## src/rtl/irw_pkg.sv

```systemverilog
package irw_pkg;

    typedef enum logic [1:0] {
        ST_IDLE,
        ST_READ,
        ST_ENTRY,
        ST_EOI
    } irw_state_e;

    typedef enum logic [2:0] {
        K_NONE,
        K_IDENT,
        K_VER,
        K_ARB,
        K_ENT
    } irw_kind_e;

    localparam logic [7:0] OFS_SEL  = 8'h00;
    localparam logic [7:0] OFS_WIN  = 8'h10;
    localparam logic [7:0] OFS_EOI  = 8'h40;

    localparam logic [7:0] IX_IDENT = 8'h00;
    localparam logic [7:0] IX_VER   = 8'h01;
    localparam logic [7:0] IX_ARB   = 8'h02;
    localparam logic [7:0] IX_TBL   = 8'h10;

    localparam int B_DLV  = 12;
    localparam int B_RIRR = 14;
    localparam int B_TRIG = 15;
    localparam int B_MASK = 16;

    localparam logic [63:0] ENT_RW_MASK = 64'hFF00_0000_0001_AFFF;
    localparam logic [63:0] ENT_RO_MASK = 64'h0000_0000_0000_5000;
    localparam logic [63:0] ENT_RESET   = 64'h0000_0000_0001_0000;

endpackage

```

## src/rtl/irw_decode.sv

```systemverilog
module irw_decode
    import irw_pkg::*;
#(
    parameter int NPINS = 24,
    parameter int IDXW  = 5
) (
    input  logic [7:0]      ofs,
    input  logic [7:0]      sel,
    output logic            hit_sel,
    output logic            hit_win,
    output logic            hit_eoi,
    output irw_kind_e       kind,
    output logic [IDXW-1:0] idx,
    output logic            hi
);

    logic [7:0] rel;
    logic [6:0] pair;

    assign rel     = sel - IX_TBL;
    assign pair    = rel[7:1];
    assign hit_sel = (ofs == OFS_SEL);
    assign hit_win = (ofs == OFS_WIN);
    assign hit_eoi = (ofs == OFS_EOI);
    assign idx     = pair[IDXW-1:0];
    assign hi      = sel[0];

    always_comb begin
        if (sel == IX_IDENT)                                kind = K_IDENT;
        else if (sel == IX_VER)                             kind = K_VER;
        else if (sel == IX_ARB)                             kind = K_ARB;
        else if (sel >= IX_TBL && 32'(pair) < NPINS)        kind = K_ENT;
        else                                                kind = K_NONE;
    end

endmodule

```

## src/rtl/irw_entry.sv

```systemverilog
module irw_entry
    import irw_pkg::*;
(
    input  logic        clk,
    input  logic        rst_n,
    input  logic        wr_lo,
    input  logic        wr_hi,
    input  logic [31:0] wdata,
    input  logic        rirr_set,
    input  logic        rirr_clr,
    input  logic        dlv_set,
    input  logic        dlv_clr,
    output logic [63:0] ent
);

    logic [63:0] ro_bits;
    logic [63:0] ent_d;

    always_comb begin
        ro_bits = ent & ENT_RO_MASK;
        if (dlv_set)  ro_bits[B_DLV]  = 1'b1;
        if (dlv_clr)  ro_bits[B_DLV]  = 1'b0;
        if (rirr_set) ro_bits[B_RIRR] = 1'b1;
        if (rirr_clr) ro_bits[B_RIRR] = 1'b0;

        ent_d = (ent & ~ENT_RO_MASK) | ro_bits;
        if (wr_lo) ent_d = ({ent[63:32], wdata} & ENT_RW_MASK) | ro_bits;
        if (wr_hi) ent_d = ({wdata, ent[31:0]} & ENT_RW_MASK) | ro_bits;
        if ((wr_lo || wr_hi) && !ent_d[B_TRIG]) ent_d[B_RIRR] = 1'b0;
    end

    always_ff @(posedge clk or negedge rst_n) begin
        if (!rst_n) ent <= ENT_RESET;
        else        ent <= ent_d;
    end

endmodule

```

## src/rtl/irq_route_regfile.sv

```systemverilog
module irq_route_regfile
    import irw_pkg::*;
#(
    parameter int         NPINS   = 24,
    parameter logic [7:0] VERSION = 8'h20,
    parameter int         AW      = 12,
    localparam int        IDXW    = $clog2(NPINS),
    localparam int        TBLW    = NPINS * 64
) (
    input  logic              clk,
    input  logic              rst_n,
    input  logic              acc_valid,
    input  logic              acc_write,
    input  logic [2:0]        acc_size,
    input  logic [AW-1:0]     acc_addr,
    input  logic [31:0]       acc_wdata,
    output logic              acc_ready,
    output logic              rd_valid,
    output logic [31:0]       rd_data,
    input  logic [NPINS-1:0]  rirr_set,
    input  logic [NPINS-1:0]  rirr_clr,
    input  logic [NPINS-1:0]  dlv_set,
    input  logic [NPINS-1:0]  dlv_clr,
    output logic [TBLW-1:0]   tbl_flat,
    output logic              ent_chg,
    output logic [IDXW-1:0]   ent_chg_idx,
    output logic              eoi_valid,
    output logic [7:0]        eoi_vector
);

    localparam bit EOI_EN = (VERSION == 8'h20);

    irw_state_e       state_q, state_d;
    logic [7:0]       sel_q;
    logic [3:0]       id_q;
    logic [31:0]      rdata_q, rdata_d;
    logic [IDXW-1:0]  chg_idx_q;
    logic [7:0]       eoi_vec_q;

    logic             hit_sel, hit_win, hit_eoi, ent_hi;
    irw_kind_e        kind;
    logic [IDXW-1:0]  ent_idx;
    logic             accept, size4, ent_wr, eoi_wr;
    logic [63:0]      ent_arr [NPINS];
    logic [31:0]      unused_hi_bits;

    assign unused_hi_bits = {{(32-AW+8){1'b0}}, acc_addr[AW-1:8]};

    irw_decode #(.NPINS(NPINS), .IDXW(IDXW)) u_dec (
        .ofs     (acc_addr[7:0]),
        .sel     (sel_q),
        .hit_sel (hit_sel),
        .hit_win (hit_win),
        .hit_eoi (hit_eoi),
        .kind    (kind),
        .idx     (ent_idx),
        .hi      (ent_hi)
    );

    assign accept = acc_valid && (state_q == ST_IDLE);
    assign size4  = (acc_size == 3'd4);
    assign ent_wr = accept && acc_write && hit_win && size4 && (kind == K_ENT);
    assign eoi_wr = accept && acc_write && hit_eoi && size4 && EOI_EN;

    for (genvar i = 0; i < NPINS; i++) begin : g_ent
        irw_entry u_ent (
            .clk      (clk),
            .rst_n    (rst_n),
            .wr_lo    (ent_wr && ent_idx == IDXW'(i) && !ent_hi),
            .wr_hi    (ent_wr && ent_idx == IDXW'(i) &&  ent_hi),
            .wdata    (acc_wdata),
            .rirr_set (rirr_set[i]),
            .rirr_clr (rirr_clr[i]),
            .dlv_set  (dlv_set[i]),
            .dlv_clr  (dlv_clr[i]),
            .ent      (ent_arr[i])
        );
        assign tbl_flat[i*64 +: 64] = ent_arr[i];
    end

    // read value for the access presented this cycle
    always_comb begin
        rdata_d = 32'h0;
        if (hit_sel) begin
            rdata_d = {24'h0, sel_q};
        end else if (hit_win && size4) begin
            unique case (kind)
                K_IDENT, K_ARB: rdata_d = {4'h0, id_q, 24'h0};
                K_VER:          rdata_d = {8'h00, 8'(NPINS - 1), 8'h00, VERSION};
                K_ENT:          rdata_d = ent_hi ? ent_arr[ent_idx][63:32]
                                                 : ent_arr[ent_idx][31:0];
                default:        rdata_d = 32'h0;
            endcase
        end
    end

    // state register
    always_ff @(posedge clk or negedge rst_n) begin
        if (!rst_n) state_q <= ST_IDLE;
        else        state_q <= state_d;
    end

    // transitions
    always_comb begin
        state_d = ST_IDLE;
        unique case (state_q)
            ST_IDLE: begin
                if (accept && !acc_write) state_d = ST_READ;
                else if (ent_wr)          state_d = ST_ENTRY;
                else if (eoi_wr)          state_d = ST_EOI;
            end
            ST_READ, ST_ENTRY, ST_EOI: state_d = ST_IDLE;
            default: state_d = ST_IDLE;
        endcase
    end

    // outputs
    always_comb begin
        acc_ready = 1'b0;
        rd_valid  = 1'b0;
        ent_chg   = 1'b0;
        eoi_valid = 1'b0;
        unique case (state_q)
            ST_IDLE:  acc_ready = 1'b1;
            ST_READ:  rd_valid  = 1'b1;
            ST_ENTRY: ent_chg   = 1'b1;
            ST_EOI:   eoi_valid = 1'b1;
            default:  acc_ready = 1'b0;
        endcase
    end

    assign rd_data     = rd_valid ? rdata_q : 32'h0;
    assign ent_chg_idx = chg_idx_q;
    assign eoi_vector  = eoi_vec_q;

    // data registers
    always_ff @(posedge clk or negedge rst_n) begin
        if (!rst_n) begin
            sel_q     <= 8'h00;
            id_q      <= 4'h0;
            rdata_q   <= 32'h0;
            chg_idx_q <= '0;
            eoi_vec_q <= 8'h00;
        end else begin
            if (accept && !acc_write) rdata_q <= rdata_d;
            if (accept && acc_write && hit_sel) sel_q <= acc_wdata[7:0];
            if (accept && acc_write && hit_win && size4 && kind == K_IDENT)
                id_q <= acc_wdata[27:24];
            if (ent_wr) chg_idx_q <= ent_idx;
            if (eoi_wr) eoi_vec_q <= acc_wdata[7:0];
        end
    end

endmodule

```

## config.mk

```make
export PLATFORM = sky130hd
export DESIGN_NAME = irq_route_regfile
export DESIGN_NICKNAME = d
export VERILOG_FILES = /design/src/rtl/irw_pkg.sv /design/src/rtl/irw_decode.sv /design/src/rtl/irw_entry.sv /design/src/rtl/irq_route_regfile.sv
export SDC_FILE = /design/constraint.sdc
export NUM_CORES = 1
export LEC_CHECK = 0
export BUFFER_PORTS_ARGS = -buffer_cell sky130_fd_sc_hd__clkbuf_2
export CORE_AREA = 2 2 677 679
export DETAILED_ROUTE_END_ITERATION = 6
export DIE_AREA = 0 0 679 681
export HOLD_SLACK_MARGIN = 0.12
export PLACE_DENSITY = 0.33
export SYNTH_ARGS = -nofsm -noshare
export SYNTH_HDL_FRONTEND = slang
export SYNTH_SLANG_ARGS = --single-unit
```

## constraint.sdc

```tcl
create_clock -name clk -period 2.8 [get_ports clk]
set_clock_uncertainty 0.05 [all_clocks]
set_input_delay 0.14 -clock clk [delete_from_list [all_inputs] [get_ports clk]]
set_output_delay 0.14 -clock clk [all_outputs]
set_load 0.02 [all_outputs]
```

==> metrics.md <==
| Metric | Value |
|---|---|
| Fillers | `51900` |
| First-pass GRT wire length | `275 mm` |
| Final nets | `4313` |
| Pre-CTS setup slack | `-0.581 ns` |
| WL per Instance | `21.1 µm` |
| Row count | `248` |
| Critical path required time | `3.31 ns` |
| Starting DRC count in detailed routing | `1037` |
| Peak Freq | `371 MHz` |
| Asr flop ratio synth | `1.00` |
| TritonCTS clock tree | `built` |
| Initial antenna violation count | `28` |
| Die W | `679 µm` |
| H-tree levels | `3` |
| Synth Area in Compound Gates | `0.0277` |
| Crit path launch | `sel_q[4]$_DFFE_PN0P_` |
| Port buffer count | `782` |
| Die Span Y | `681 µm` |
| Storage cell area | `16400 µm²` |
| Max Slew Vio Count | `0` |
| Max Cap Viol | `0` |
| Tot GR Track Use | `0.0894` |
| Worst-path clk slew | `0.06 ns` |
| ANT nets after route | `0` |
| Largest net degree at the start of global routing | `93` |
| TritonCTS Buffers | `83` |
| Multi-input gate area | `16800 µm²` |
| Synth Area in XOR/XNOR | `0` |
| Critical path endpoint category | `flip-flop` |
| Most frequent cells in the layout | `conb_1 (936), clkbuf_2 (781), dfrtp_1 (625)` |
| Final Critical Period | `2.69 ns` |
| Post-Syn Instances | `2986` |
| Drt via density | `2.57` |
| Via count | `26300` |
| Fin worst setup slack | `0.107 ns` |
| PD cells | `454 nW/µm²` |
| Sequential share of the synthesized area | `0.440` |
| Hold WC Path Type | `input pin to asynchronous set/reset pin` |
| Top fanout value on the critical path | `11` |
| RSZ-0062 raised after global routing | `false` |
| Die ar. | `462000 µm²` |
| Final period util | `0.962` |
| Peak supply drop | `0.000495 V` |
| First-pass DRT Iterations | `5` |
| Post-Synth Adder-Cell Area | `0.000671` |
| Final instance area | `52700 µm²` |
| Mapped Area | `37300 µm²` |
| Class of the most critical setup path | `flip-flop to flip-flop` |
| Post-synth EDFFs | `0` |
| Layout cells sized above 1 | `0.463` |
| Clock Root Buffer | `clkbuf_16` |
| Total grt overflow | `0` |
| GP Congestion | `0.799` |
| Relative slew slack | `0.401` |
| Cell Area, Placed | `47300 µm²` |
| Final setup violation count | `0` |
| Clock latency at the later pin of the worst-skew pair | `0.73 ns` |
| Initial core utilization | `0.0820` |
| Outcome | `finished, final reports clean` |
| Post-synthesis mux area share | `0.280` |
| Library cells used by synthesis | `59` |
| Slew @ Worst Pin | `0.899 ns` |
| YS warnings | `0` |
| Combinational family with the most area after synthesis | `multiplexers` |
| Synth-to-Final Area Change | `41.2%` |
| Seq cells post-synth | `654` |
| Leak | `0.0252 µW` |
| Final Hold Fails | `0` |
| Reg2reg start | `sel_q[4]$_DFFE_PN0P_` |
| Startpoint types | `flip-flop` |
| Post-synth top flop | `dfrtp_1` |
| Maximum root-to-sink buffer count | `3` |
| DRC | `0` |
| Post-DP HPWL | `175 mm` |
| Final setup TNS | `0 ns` |
| Via count of the first global-routing pass | `26000` |
| # clock sinks | `654` |
| I/O pin count | `1732` |
| Post-Synth Simple-Gate Area | `0.0448` |
| CP arrival | `3.20 ns` |
| Core area | `455000 µm²` |
| Most common cell after layout, fill and taps aside | `conb_1` |
| Syn_area_per_cell | `12.5 µm²` |
| Post-Route WL | `216 mm` |
==> cells in the mapped netlist (12+ instances only) <==
library cell,instances,area [µm²]
buf_4,941,7060
dfrtp_1,630,15800
mux2_2,535,6020
mux4_2,138,3110
nor2_1,112,420
clkbuf_1,95,357
mux2_1,50,563
a21oi_1,47,235
nand2_1,44,165
and2_1,33,206
a211oi_1,31,233
mux2i_1,31,310
mux2_4,30,450
dfstp_2,24,631
buf_2,22,110
a22oi_1,20,150
nor2b_1,20,125
buf_1,19,71.3
o21ai_0,16,80.1
nand4_1,14,87.6
nor3_1,12,60.1
==> layout make-up <==
cell class | instances | share of cell area
repair buffers | 1243 | 0.170
diodes | 5 | 0.000238
clock inverters | 37 | 0.0110
clock buffers | 115 | 0.0446
multi-input cells | 2175 | 0.320
flip-flops and latches | 654 | 0.312
well taps | 6000 | 0.143
inverters | 7 | 0.000499
==> report_power, final <==
| group | leakage, µW | switching [µW] | internal, µW |
|---|---|---|---|
| clock | 0.00140 | 5070 | 6700 |
| sequential | 0.00897 | 68.4 | 9510 |
| combinational | 0.0148 | 2010 | 538 |
==> path summary, 6_finish.rpt <==
check,end,slack (ns),cells after the start
setup / recovery,g_ent[19].u_ent.ent[58]$_DFFE_PN0P_,0.11,10
hold / removal,g_ent[3].u_ent.ent[60]$_DFFE_PN0P_,0.15,3
setup reg to reg,g_ent[19].u_ent.ent[58]$_DFFE_PN0P_,0.11,10
hold reg to reg,ent_chg_idx[4]$_DFFE_PN0N_,0.45,2
max in group asynchronous,g_ent[1].u_ent.ent[9]$_DFFE_PN0P_,1.92,4
min in group clk,g_ent[15].u_ent.ent[14]$_DFF_PN0_,0.20,3
==> cells by family (layout without fill, tap and decap cells) <==
logic type,after synthesis,after routing
flip-flops,654,654
multiplexers,784,784
AO/OA/AOI/OAI,154,154
buffers and inverters,1092,1402
other,1,941
adder cells (fa/ha/maj),2,2
AND/OR/NAND/NOR,299,299
==> worst max-delay path: stages, from the launching register on <==
cell and delay [ns]:
dfrtp_4 0.47, buf_4 0.20, or3_4 0.41, a31oi_4 0.32, buf_4 0.18, nor4_4 0.03
buf_4 0.17, buf_4 0.15, nand2_2 0.07, buf_12 0.15, mux2_2 0.34
==> metrics by stage <==
step	cells	hold WS, ns	utilization	total power, µW
2_1_floorplan	3921	-0.206	-	12200
3_3_place_gp	9846	0.0791	0.104	12000
3_5_place_dp	9846	0.0859	0.104	12000
4_1_cts	10200	0.123	0.116	24400
5_1_grt	10200	0.150	0.116	24900
6_report	10200	0.155	0.116	23900
==> registers in the layout, summed over array words and instances, names as in the netlist <==
name and cells:
rdata_q 27, eoi_vector 8, ent_chg_idx 5, id_q 4
g_ent.u_ent.ent 600, state_q 2, sel_q 8
==> timing repair <==
item,4_1_cts,5_1_grt
pin swaps,6,2
hold endpoints to repair,983,0
hold buffers,209,0
setup buffers,20,4
endpoints found under the setup margin,338,102
gates resized for setup,15,15
==> routing by layer <==
metal	routed length (µm)	track usage	share of wire
met1	74700	0.0904	0.35
met2	119000	0.172	0.55
met3	14200	0.0257	0.066
met4	8710	0.0326	0.040
met5	92	0	0.00043
No activity file was read; power rests on OpenSTA's default activity.
